**config.mk**
```make
export PLATFORM = sky130hd
export DESIGN_NAME = prot_entry_regfile
export DESIGN_NICKNAME = d
export VERILOG_FILES = /design/src/rtl/prot_entry_pkg.sv /design/src/rtl/pcfg_byte_gate.sv /design/src/rtl/paddr_gate.sv /design/src/rtl/psec_next.sv /design/src/rtl/prot_entry_regfile.sv
export SDC_FILE = /design/constraint.sdc
export NUM_CORES = 2
export LEC_CHECK = 0
export CELL_PAD_IN_SITES_DETAIL_PLACEMENT = 1
export CELL_PAD_IN_SITES_GLOBAL_PLACEMENT = 1
export CORE_UTILIZATION = 42
export CTS_CLUSTER_SIZE = 25
export DETAILED_ROUTE_END_ITERATION = 10
export GPL_ROUTABILITY_DRIVEN = 0
export PLACE_DENSITY = 0.92
export RECOVER_POWER = 50
export SYNTH_ARGS = -nofsm -noshare
export SYNTH_HDL_FRONTEND = slang
export SYNTH_HIERARCHICAL = 1
export SYNTH_SLANG_ARGS = --single-unit
```
**constraint.sdc**
```tcl
create_clock -name clk -period 4.4 [get_ports clk]
set_input_delay 0.88 -clock clk [delete_from_list [all_inputs] [get_ports clk]]
set_output_delay 0.88 -clock clk [all_outputs]
set_load 0.05 [all_outputs]
```
**src/rtl/prot_entry_pkg.sv**
```systemverilog
package prot_entry_pkg;
    localparam int CFG_R    = 0;
    localparam int CFG_W    = 1;
    localparam int CFG_X    = 2;
    localparam int CFG_MLO  = 3;
    localparam int CFG_MHI  = 4;
    localparam int CFG_L    = 7;

    localparam int SEC_LD   = 0;
    localparam int SEC_WL   = 1;
    localparam int SEC_BP   = 2;

    // W + X without R: the combination refused for unlocked bytes in lockdown
    localparam logic [2:0] RWX_WX = 3'b110;

    typedef enum logic [1:0] {
        MODE_OFF   = 2'd0,
        MODE_TOR   = 2'd1,
        MODE_NA4   = 2'd2,
        MODE_NAPOT = 2'd3
    } match_mode_e;

    typedef enum logic [1:0] {
        SEL_CFG  = 2'd0,
        SEL_ADDR = 2'd1,
        SEL_SEC  = 2'd2,
        SEL_NONE = 2'd3
    } acc_sel_e;
endpackage

```
**src/rtl/pcfg_byte_gate.sv**
```systemverilog
module pcfg_byte_gate
    import prot_entry_pkg::*;
(
    input  logic       enh_en,
    input  logic       lockdown,
    input  logic       bypass,
    input  logic       cur_lock,
    input  logic       new_lock,
    input  logic [2:0] new_rwx,
    output logic       allow
);
    logic ld_ok;

    // In lockdown the new byte alone decides: lock without X, or unlocked not W+X
    assign ld_ok = (new_lock && !new_rwx[CFG_X]) || (!new_lock && (new_rwx != RWX_WX));

    always_comb begin
        if (enh_en) begin
            allow = bypass || (!lockdown && !cur_lock) || (lockdown && ld_ok);
        end else begin
            allow = !cur_lock;
        end
    end
endmodule

```
**src/rtl/paddr_gate.sv**
```systemverilog
module paddr_gate
    import prot_entry_pkg::*;
#(
    parameter bit HAS_NEXT = 1'b1
) (
    input  logic       own_lock,
    input  logic       next_lock,
    input  logic [1:0] next_mode,
    output logic       allow
);
    logic next_guard;

    generate
        if (HAS_NEXT) begin : g_next
            assign next_guard = next_lock && (match_mode_e'(next_mode) == MODE_TOR);
        end else begin : g_last
            logic unused_next;
            assign unused_next = next_lock ^ (^next_mode);
            assign next_guard  = 1'b0;
        end
    endgenerate

    assign allow = !own_lock && !next_guard;
endmodule

```
**src/rtl/psec_next.sv**
```systemverilog
module psec_next
    import prot_entry_pkg::*;
(
    input  logic       enh_en,
    input  logic       any_locked,
    input  logic       ld_q,
    input  logic       wl_q,
    input  logic       bp_q,
    input  logic [2:0] wbits,
    output logic       ld_d,
    output logic       wl_d,
    output logic       bp_d,
    output logic       sticky_changed
);
    logic bp_req;

    // Bypass may only be raised while it is already set or nothing is locked
    assign bp_req = wbits[SEC_BP] && (bp_q || !any_locked);

    always_comb begin
        if (enh_en) begin
            ld_d = wbits[SEC_LD] || ld_q;
            wl_d = wbits[SEC_WL] || wl_q;
            bp_d = bp_req;
        end else begin
            ld_d = 1'b0;
            wl_d = 1'b0;
            bp_d = 1'b0;
        end
        sticky_changed = (ld_d != ld_q) || (wl_d != wl_q);
    end
endmodule

```
**src/rtl/prot_entry_regfile.sv**
```systemverilog
module prot_entry_regfile
    import prot_entry_pkg::*;
#(
    parameter int NUM_ENTRIES = 16,
    parameter int XLEN        = 32,
    parameter int IDX_W       = 6
) (
    input  logic                        clk,
    input  logic                        rst_n,
    input  logic                        enh_en,
    input  logic                        acc_valid,
    input  logic                        acc_write,
    input  logic [1:0]                  acc_sel,
    input  logic [IDX_W-1:0]            acc_index,
    input  logic [XLEN-1:0]             acc_wdata,
    output logic [XLEN-1:0]             acc_rdata,
    output logic [NUM_ENTRIES*8-1:0]    cfg_o,
    output logic [NUM_ENTRIES*XLEN-1:0] addr_o,
    output logic                        sec_lockdown_o,
    output logic                        sec_whitelist_o,
    output logic                        sec_bypass_o,
    output logic                        flush_o
);
    localparam int BPW = XLEN / 8;

    typedef struct packed {
        logic [NUM_ENTRIES-1:0][7:0]      cfg;
        logic [NUM_ENTRIES-1:0][XLEN-1:0] addr;
        logic                             ld;
        logic                             wl;
        logic                             bp;
        logic                             flush;
    } state_t;

    state_t st_q, st_d;

    logic [NUM_ENTRIES-1:0]      cfg_word_hit;
    logic [NUM_ENTRIES-1:0]      addr_hit;
    logic [NUM_ENTRIES-1:0][7:0] cfg_new;
    logic [NUM_ENTRIES-1:0]      cfg_allow;
    logic [NUM_ENTRIES-1:0]      addr_allow;
    logic [NUM_ENTRIES-1:0]      lock_vec;
    logic                        any_locked;
    logic                        sec_ld_n, sec_wl_n, sec_bp_n, sec_sticky_chg;
    logic                        do_write;
    acc_sel_e                    sel;

    assign sel      = acc_sel_e'(acc_sel);
    assign do_write = acc_valid && acc_write;

    for (genvar e = 0; e < NUM_ENTRIES; e++) begin : g_ent
        localparam int WORD = e / BPW;
        localparam int LANE = e % BPW;

        assign lock_vec[e]     = st_q.cfg[e][CFG_L];
        assign cfg_word_hit[e] = (acc_index == IDX_W'(WORD));
        assign addr_hit[e]     = (acc_index == IDX_W'(e));
        assign cfg_new[e]      = acc_wdata[LANE*8 +: 8];

        pcfg_byte_gate u_byte_gate (
            .enh_en   (enh_en),
            .lockdown (st_q.ld),
            .bypass   (st_q.bp),
            .cur_lock (st_q.cfg[e][CFG_L]),
            .new_lock (cfg_new[e][CFG_L]),
            .new_rwx  (cfg_new[e][CFG_X:CFG_R]),
            .allow    (cfg_allow[e])
        );

        if (e < NUM_ENTRIES - 1) begin : g_mid
            paddr_gate #(.HAS_NEXT(1'b1)) u_addr_gate (
                .own_lock  (st_q.cfg[e][CFG_L]),
                .next_lock (st_q.cfg[e+1][CFG_L]),
                .next_mode (st_q.cfg[e+1][CFG_MHI:CFG_MLO]),
                .allow     (addr_allow[e])
            );
        end else begin : g_top
            paddr_gate #(.HAS_NEXT(1'b0)) u_addr_gate (
                .own_lock  (st_q.cfg[e][CFG_L]),
                .next_lock (1'b0),
                .next_mode (2'b00),
                .allow     (addr_allow[e])
            );
        end
    end

    assign any_locked = |lock_vec;

    psec_next u_sec_next (
        .enh_en         (enh_en),
        .any_locked     (any_locked),
        .ld_q           (st_q.ld),
        .wl_q           (st_q.wl),
        .bp_q           (st_q.bp),
        .wbits          (acc_wdata[2:0]),
        .ld_d           (sec_ld_n),
        .wl_d           (sec_wl_n),
        .bp_d           (sec_bp_n),
        .sticky_changed (sec_sticky_chg)
    );

    // Next-state process
    always_comb begin
        logic changed;
        st_d       = st_q;
        st_d.flush = 1'b0;
        changed    = 1'b0;
        if (do_write) begin
            case (sel)
                SEL_CFG: begin
                    for (int e = 0; e < NUM_ENTRIES; e++) begin
                        if (cfg_word_hit[e] && cfg_allow[e] && (cfg_new[e] != st_q.cfg[e])) begin
                            st_d.cfg[e] = cfg_new[e];
                            changed     = 1'b1;
                        end
                    end
                end
                SEL_ADDR: begin
                    for (int e = 0; e < NUM_ENTRIES; e++) begin
                        if (addr_hit[e] && addr_allow[e] && (acc_wdata != st_q.addr[e])) begin
                            st_d.addr[e] = acc_wdata;
                            changed      = 1'b1;
                        end
                    end
                end
                SEL_SEC: begin
                    st_d.ld = sec_ld_n;
                    st_d.wl = sec_wl_n;
                    st_d.bp = sec_bp_n;
                    changed = sec_sticky_chg;
                end
                default: ;
            endcase
        end
        st_d.flush = changed;
    end

    // State register
    always_ff @(posedge clk or negedge rst_n) begin
        if (!rst_n) begin
            st_q <= '0;
        end else begin
            st_q <= st_d;
        end
    end

    // Combinational read path
    always_comb begin
        acc_rdata = '0;
        case (sel)
            SEL_CFG: begin
                for (int e = 0; e < NUM_ENTRIES; e++) begin
                    if (cfg_word_hit[e]) acc_rdata[(e % BPW)*8 +: 8] = st_q.cfg[e];
                end
            end
            SEL_ADDR: begin
                for (int e = 0; e < NUM_ENTRIES; e++) begin
                    if (addr_hit[e]) acc_rdata = st_q.addr[e];
                end
            end
            SEL_SEC: begin
                acc_rdata[SEC_LD] = st_q.ld;
                acc_rdata[SEC_WL] = st_q.wl;
                acc_rdata[SEC_BP] = st_q.bp;
            end
            default: ;
        endcase
    end

    assign cfg_o           = st_q.cfg;
    assign addr_o          = st_q.addr;
    assign sec_lockdown_o  = st_q.ld;
    assign sec_whitelist_o = st_q.wl;
    assign sec_bypass_o    = st_q.bp;
    assign flush_o         = st_q.flush;
endmodule

```
==> results.sh, run 1 <==
export IMPL_synth_area_um2=38200
export IMPL_yosys_warnings=6
export IMPL_grt_usage=0.709
export IMPL_grt_max_degree=94
export IMPL_grt_pass1_wl_mm=443
export IMPL_avgSynthCellArea_um2=11.7
export IMPL_syn_inst=3277
export IMPL_die_y_um=304
export IMPL_pin_count=721
export IMPL_io_buffers=720
export IMPL_cts_root_buf="clkbuf_16"
export IMPL_die_x_um=304
export IMPL_start_util=0.424
export IMPL_dpl_worst_slack_ns=-0.597
export IMPL_syn_nets=3322
export IMPL_clk_path_buf_depth=3
export IMPL_lastStage="5_1_grt"
export IMPL_status="did not finish"
export IMPL_cts_htree_levels=3
export IMPL_grt_overflow=84
export IMPL_dp_hpwl_mm=180
export IMPL_cts_sinks=644
export IMPL_cts_buffers=71
export IMPL_rows=110
export IMPL_grt_pass1_vias=48700
export IMPL_error_message="[ERROR GRT-0116] Global routing finished with congestion. Check the congestion regions in the DRC Viewer."
## per-stage QoR
step | instance area (um2) | setup TNS [ns] | utilization | instances
4_1_cts | 51400 | 0 | 0.571 | 5335
3_5_place_dp | 48600 | -12.38 | 0.540 | 5199
3_3_place_gp | 48600 | -8.57 | 0.540 | 5199
2_1_floorplan | 38200 | 0 | - | 3277
## repair_timing
item                                   4_1_cts
cloned                                       1
gates resized for setup                     91
endpoints found under the hold margin        0
hold buffers                                 0
setup buffers                               14
setup endpoints to repair                   32
pin swaps                                   23
## routing by layer
layer | GRT overflow | GRT usage
met5 | 1 | 0.431
met1 | 6 | 0.690
met4 | 38 | 0.597
met2 | 34 | 0.857
met3 | 5 | 0.647
==> run 2: changes to the inputs <==
--- a/config.mk
+++ b/config.mk
@@ -5,13 +5,10 @@
 export SDC_FILE = /design/constraint.sdc
 export NUM_CORES = 2
 export LEC_CHECK = 0
-export CELL_PAD_IN_SITES_DETAIL_PLACEMENT = 1
-export CELL_PAD_IN_SITES_GLOBAL_PLACEMENT = 1
-export CORE_UTILIZATION = 42
-export CTS_CLUSTER_SIZE = 25
+export CORE_UTILIZATION = 40
 export DETAILED_ROUTE_END_ITERATION = 10
 export GPL_ROUTABILITY_DRIVEN = 0
-export PLACE_DENSITY = 0.92
+export PLACE_DENSITY_LB_ADDON = 0.15
 export RECOVER_POWER = 50
 export SYNTH_ARGS = -nofsm -noshare
 export SYNTH_HDL_FRONTEND = slang
==> run 2 against run 1 <==
Effect of this change: the flow now finishes, with violations (max-capacitance violations, max-slew violations, negative setup slack); synthesized cell count did not move; area after synthesis did not move.
==> results.sh, run 2 <==
export IMPL_fin_area_um2=51400
export IMPL_yosys_warnings=6
export IMPL_final_cell_mix="dfrtp_1, mux2_2, xnor2_1, clkdlybuf4s50_1, dlygate4sd3_1"
export IMPL_rsz0062_at_grt="true"
export IMPL_slew_viol_final=330
export IMPL_synthToLayoutAreaGrowth_pct=34.5
export IMPL_violations="max-capacitance violations, max-slew violations, negative setup slack"
export IMPL_place_inst=5280
export IMPL_critical_path_startpoint_type="primary input"
export IMPL_dpl_worst_slack_ns=-0.669
export IMPL_layout_commonest_cell="dfrtp_1"
export IMPL_cts_tree="yes"
export IMPL_cts_htree_levels=3
export IMPL_worst_pin_slew_ns=2.34
export IMPL_rows=112
export IMPL_path_class="in -> out"
export IMPL_max_cap_violations=5
export IMPL_combinationalPowerShare=0.186
export IMPL_die_area_um2=96700
export IMPL_multiInputGateArea_um2=20600
export IMPL_hold_viol_final=0
export IMPL_cts_buffers=73
export IMPL_grt_usage=0.424
export IMPL_hold_buffers=0
export IMPL_status="finished, violations left"
export IMPL_clk_latency_ns=0.64
export IMPL_avgSynthCellArea_um2=11.7
export IMPL_min_path_type="reg -> reg"
export IMPL_dpl_cell_area_um2=48800
export IMPL_pin_count=721
export IMPL_vias=35600
export IMPL_io_buffers=720
export IMPL_largest_register_ffs=512
export IMPL_worst_setup_path_end_kind="primary output"
export IMPL_syn_nets=3322
export IMPL_fin_crit_ns=4.53
export IMPL_relSlewSlack=-0.561
export IMPL_p_sw_mw=4.93
export IMPL_cts_root_buf="clkbuf_16"
export IMPL_dp_hpwl_mm=166
export IMPL_max_vdd_ir_drop_uv=249
export IMPL_drive_gt1_frac=0.306
export IMPL_antenna_found_initial=6
export IMPL_grt_pass1_vias=33500
export IMPL_drtPass1Iterations=10
export IMPL_wl_mm=212
export IMPL_seq_area_um2=16100
export IMPL_grt_overflow=0
export IMPL_grt_max_degree=114
export IMPL_vias_per_cell=6.55
export IMPL_cts_sinks=644
export IMPL_max_freq_mhz=221
export IMPL_p_per_area_nw_per_um2=298
export IMPL_layout_nets=4165
export IMPL_drt_iter0_drc=5941
export IMPL_core_um2=93900
export IMPL_fin_skew_ns=0.0350
export IMPL_worst_endpoint_required_ns=3.52
export IMPL_fillers=8262
export IMPL_drc=0
export IMPL_final_cell_count_no_fill=5429
export IMPL_path_max_fanout=5
export IMPL_seqPwrFrac=0.423
export IMPL_start_util=0.407
export IMPL_cp_data_arrival_time_ns=3.65
export IMPL_power_frac_clock=0.392
export IMPL_total_power_mw=15.3
export IMPL_die_x_um=311
export IMPL_p_int_mw=10.4
export IMPL_layout_setup_ws_ns=-0.129
export IMPL_setup_viol=3
export IMPL_die_y_um=311
export IMPL_clk_path_buf_depth=3
export IMPL_cts_reportedPaths_clkPinSlew_ns=0.06
export IMPL_synth_area_um2=38200
export IMPL_syn_inst=3277
export IMPL_ant_nets=0
export IMPL_p_leak_nw=22.8
export IMPL_finalSetupTns_ns=-0.221
export IMPL_post_route_period_util=1.03
export IMPL_grt_pass1_wl_mm=286
export IMPL_wl_per_cell_um=39.0
export IMPL_p_sw_frac=0.321
-- run 2: repair_timing --
item	4_1_cts	5_1_grt
buffers inserted	12	6
setup endpoints to repair	32	21
cloned	0	1
pin swaps	14	13
gates resized for setup	43	26
-- run 2: through the flow --
stage / util / hold slack (ns)
floorplan: - / 0.584
global placement: 0.520 / 0.562
detailed placement: 0.520 / 0.563
CTS: 0.547 / 0.279
global route: 0.547 / 0.592
finish: 0.547 / 0.569
-- run 2: final timing paths --
| kind | slack, ns | end | start | depth (start not counted) |
|---|---|---|---|---|
| hold / removal | 0.57 | cfg_o[85] | cfg_o[85] | 1 |
| min in group asynchronous | 0.92 | cfg_o[94] | rst_n | 1 |
| max in group asynchronous | 0.57 | cfg_o[108] | rst_n | 3 |
| hold reg to reg | 0.57 | cfg_o[85] | cfg_o[85] | 1 |
| setup / recovery | -0.13 | acc_rdata[16] | acc_index[0] | 9 |
| setup reg to reg | 0.92 | flush_o | addr_o[507] | 8 |
-- run 2: layer usage --
| metal | wire length (um) | vias to the layer above | GRT usage |
|---|---|---|---|
| li1 | - | 13600 | - |
| met2 | 85500 | 3177 | 0.597 |
| met1 | 79700 | 18000 | 0.553 |
| met4 | 15000 | 8 | 0.214 |
| met5 | 55 | - | 0 |
| met3 | 31500 | 777 | 0.178 |
-- run 2: power groups by stage --
| stage | combinational (mW) | sequential [mW] | clock (mW) |
|---|---|---|---|
| 3_3_place_gp | 2.74 | 6.55 | 0 |
| 4_1_cts | 2.77 | 6.45 | 6.01 |
| 6_report | 2.85 | 6.48 | 6.00 |
| 2_1_floorplan | 0.995 | 6.94 | 0 |
| 5_1_grt | 2.89 | 6.46 | 6.25 |
| 3_5_place_dp | 2.74 | 6.55 | 0 |
-- run 2: critical path, stage by stage --
cell	delay [ns]
clkbuf_16	0.17
buf_12	0.11
mux4_2	0.56
a22o_1	0.25
a221oi_2	0.17
nand4_1	0.17
a222oi_1	0.87
o21ai_1	0.22
clkbuf_16	0.23
-- run 2: cell type report --
class                      count  area share
antenna                        4    0.000195
clock buffer                 108      0.0411
clock inverter                18     0.00278
inverter                      38     0.00278
multi-input combinational   2286       0.402
sequential                   644       0.314
tap                         1254      0.0306
timing repair buffer        1077       0.207
Note: power is estimated with default switching activity, not from simulation.
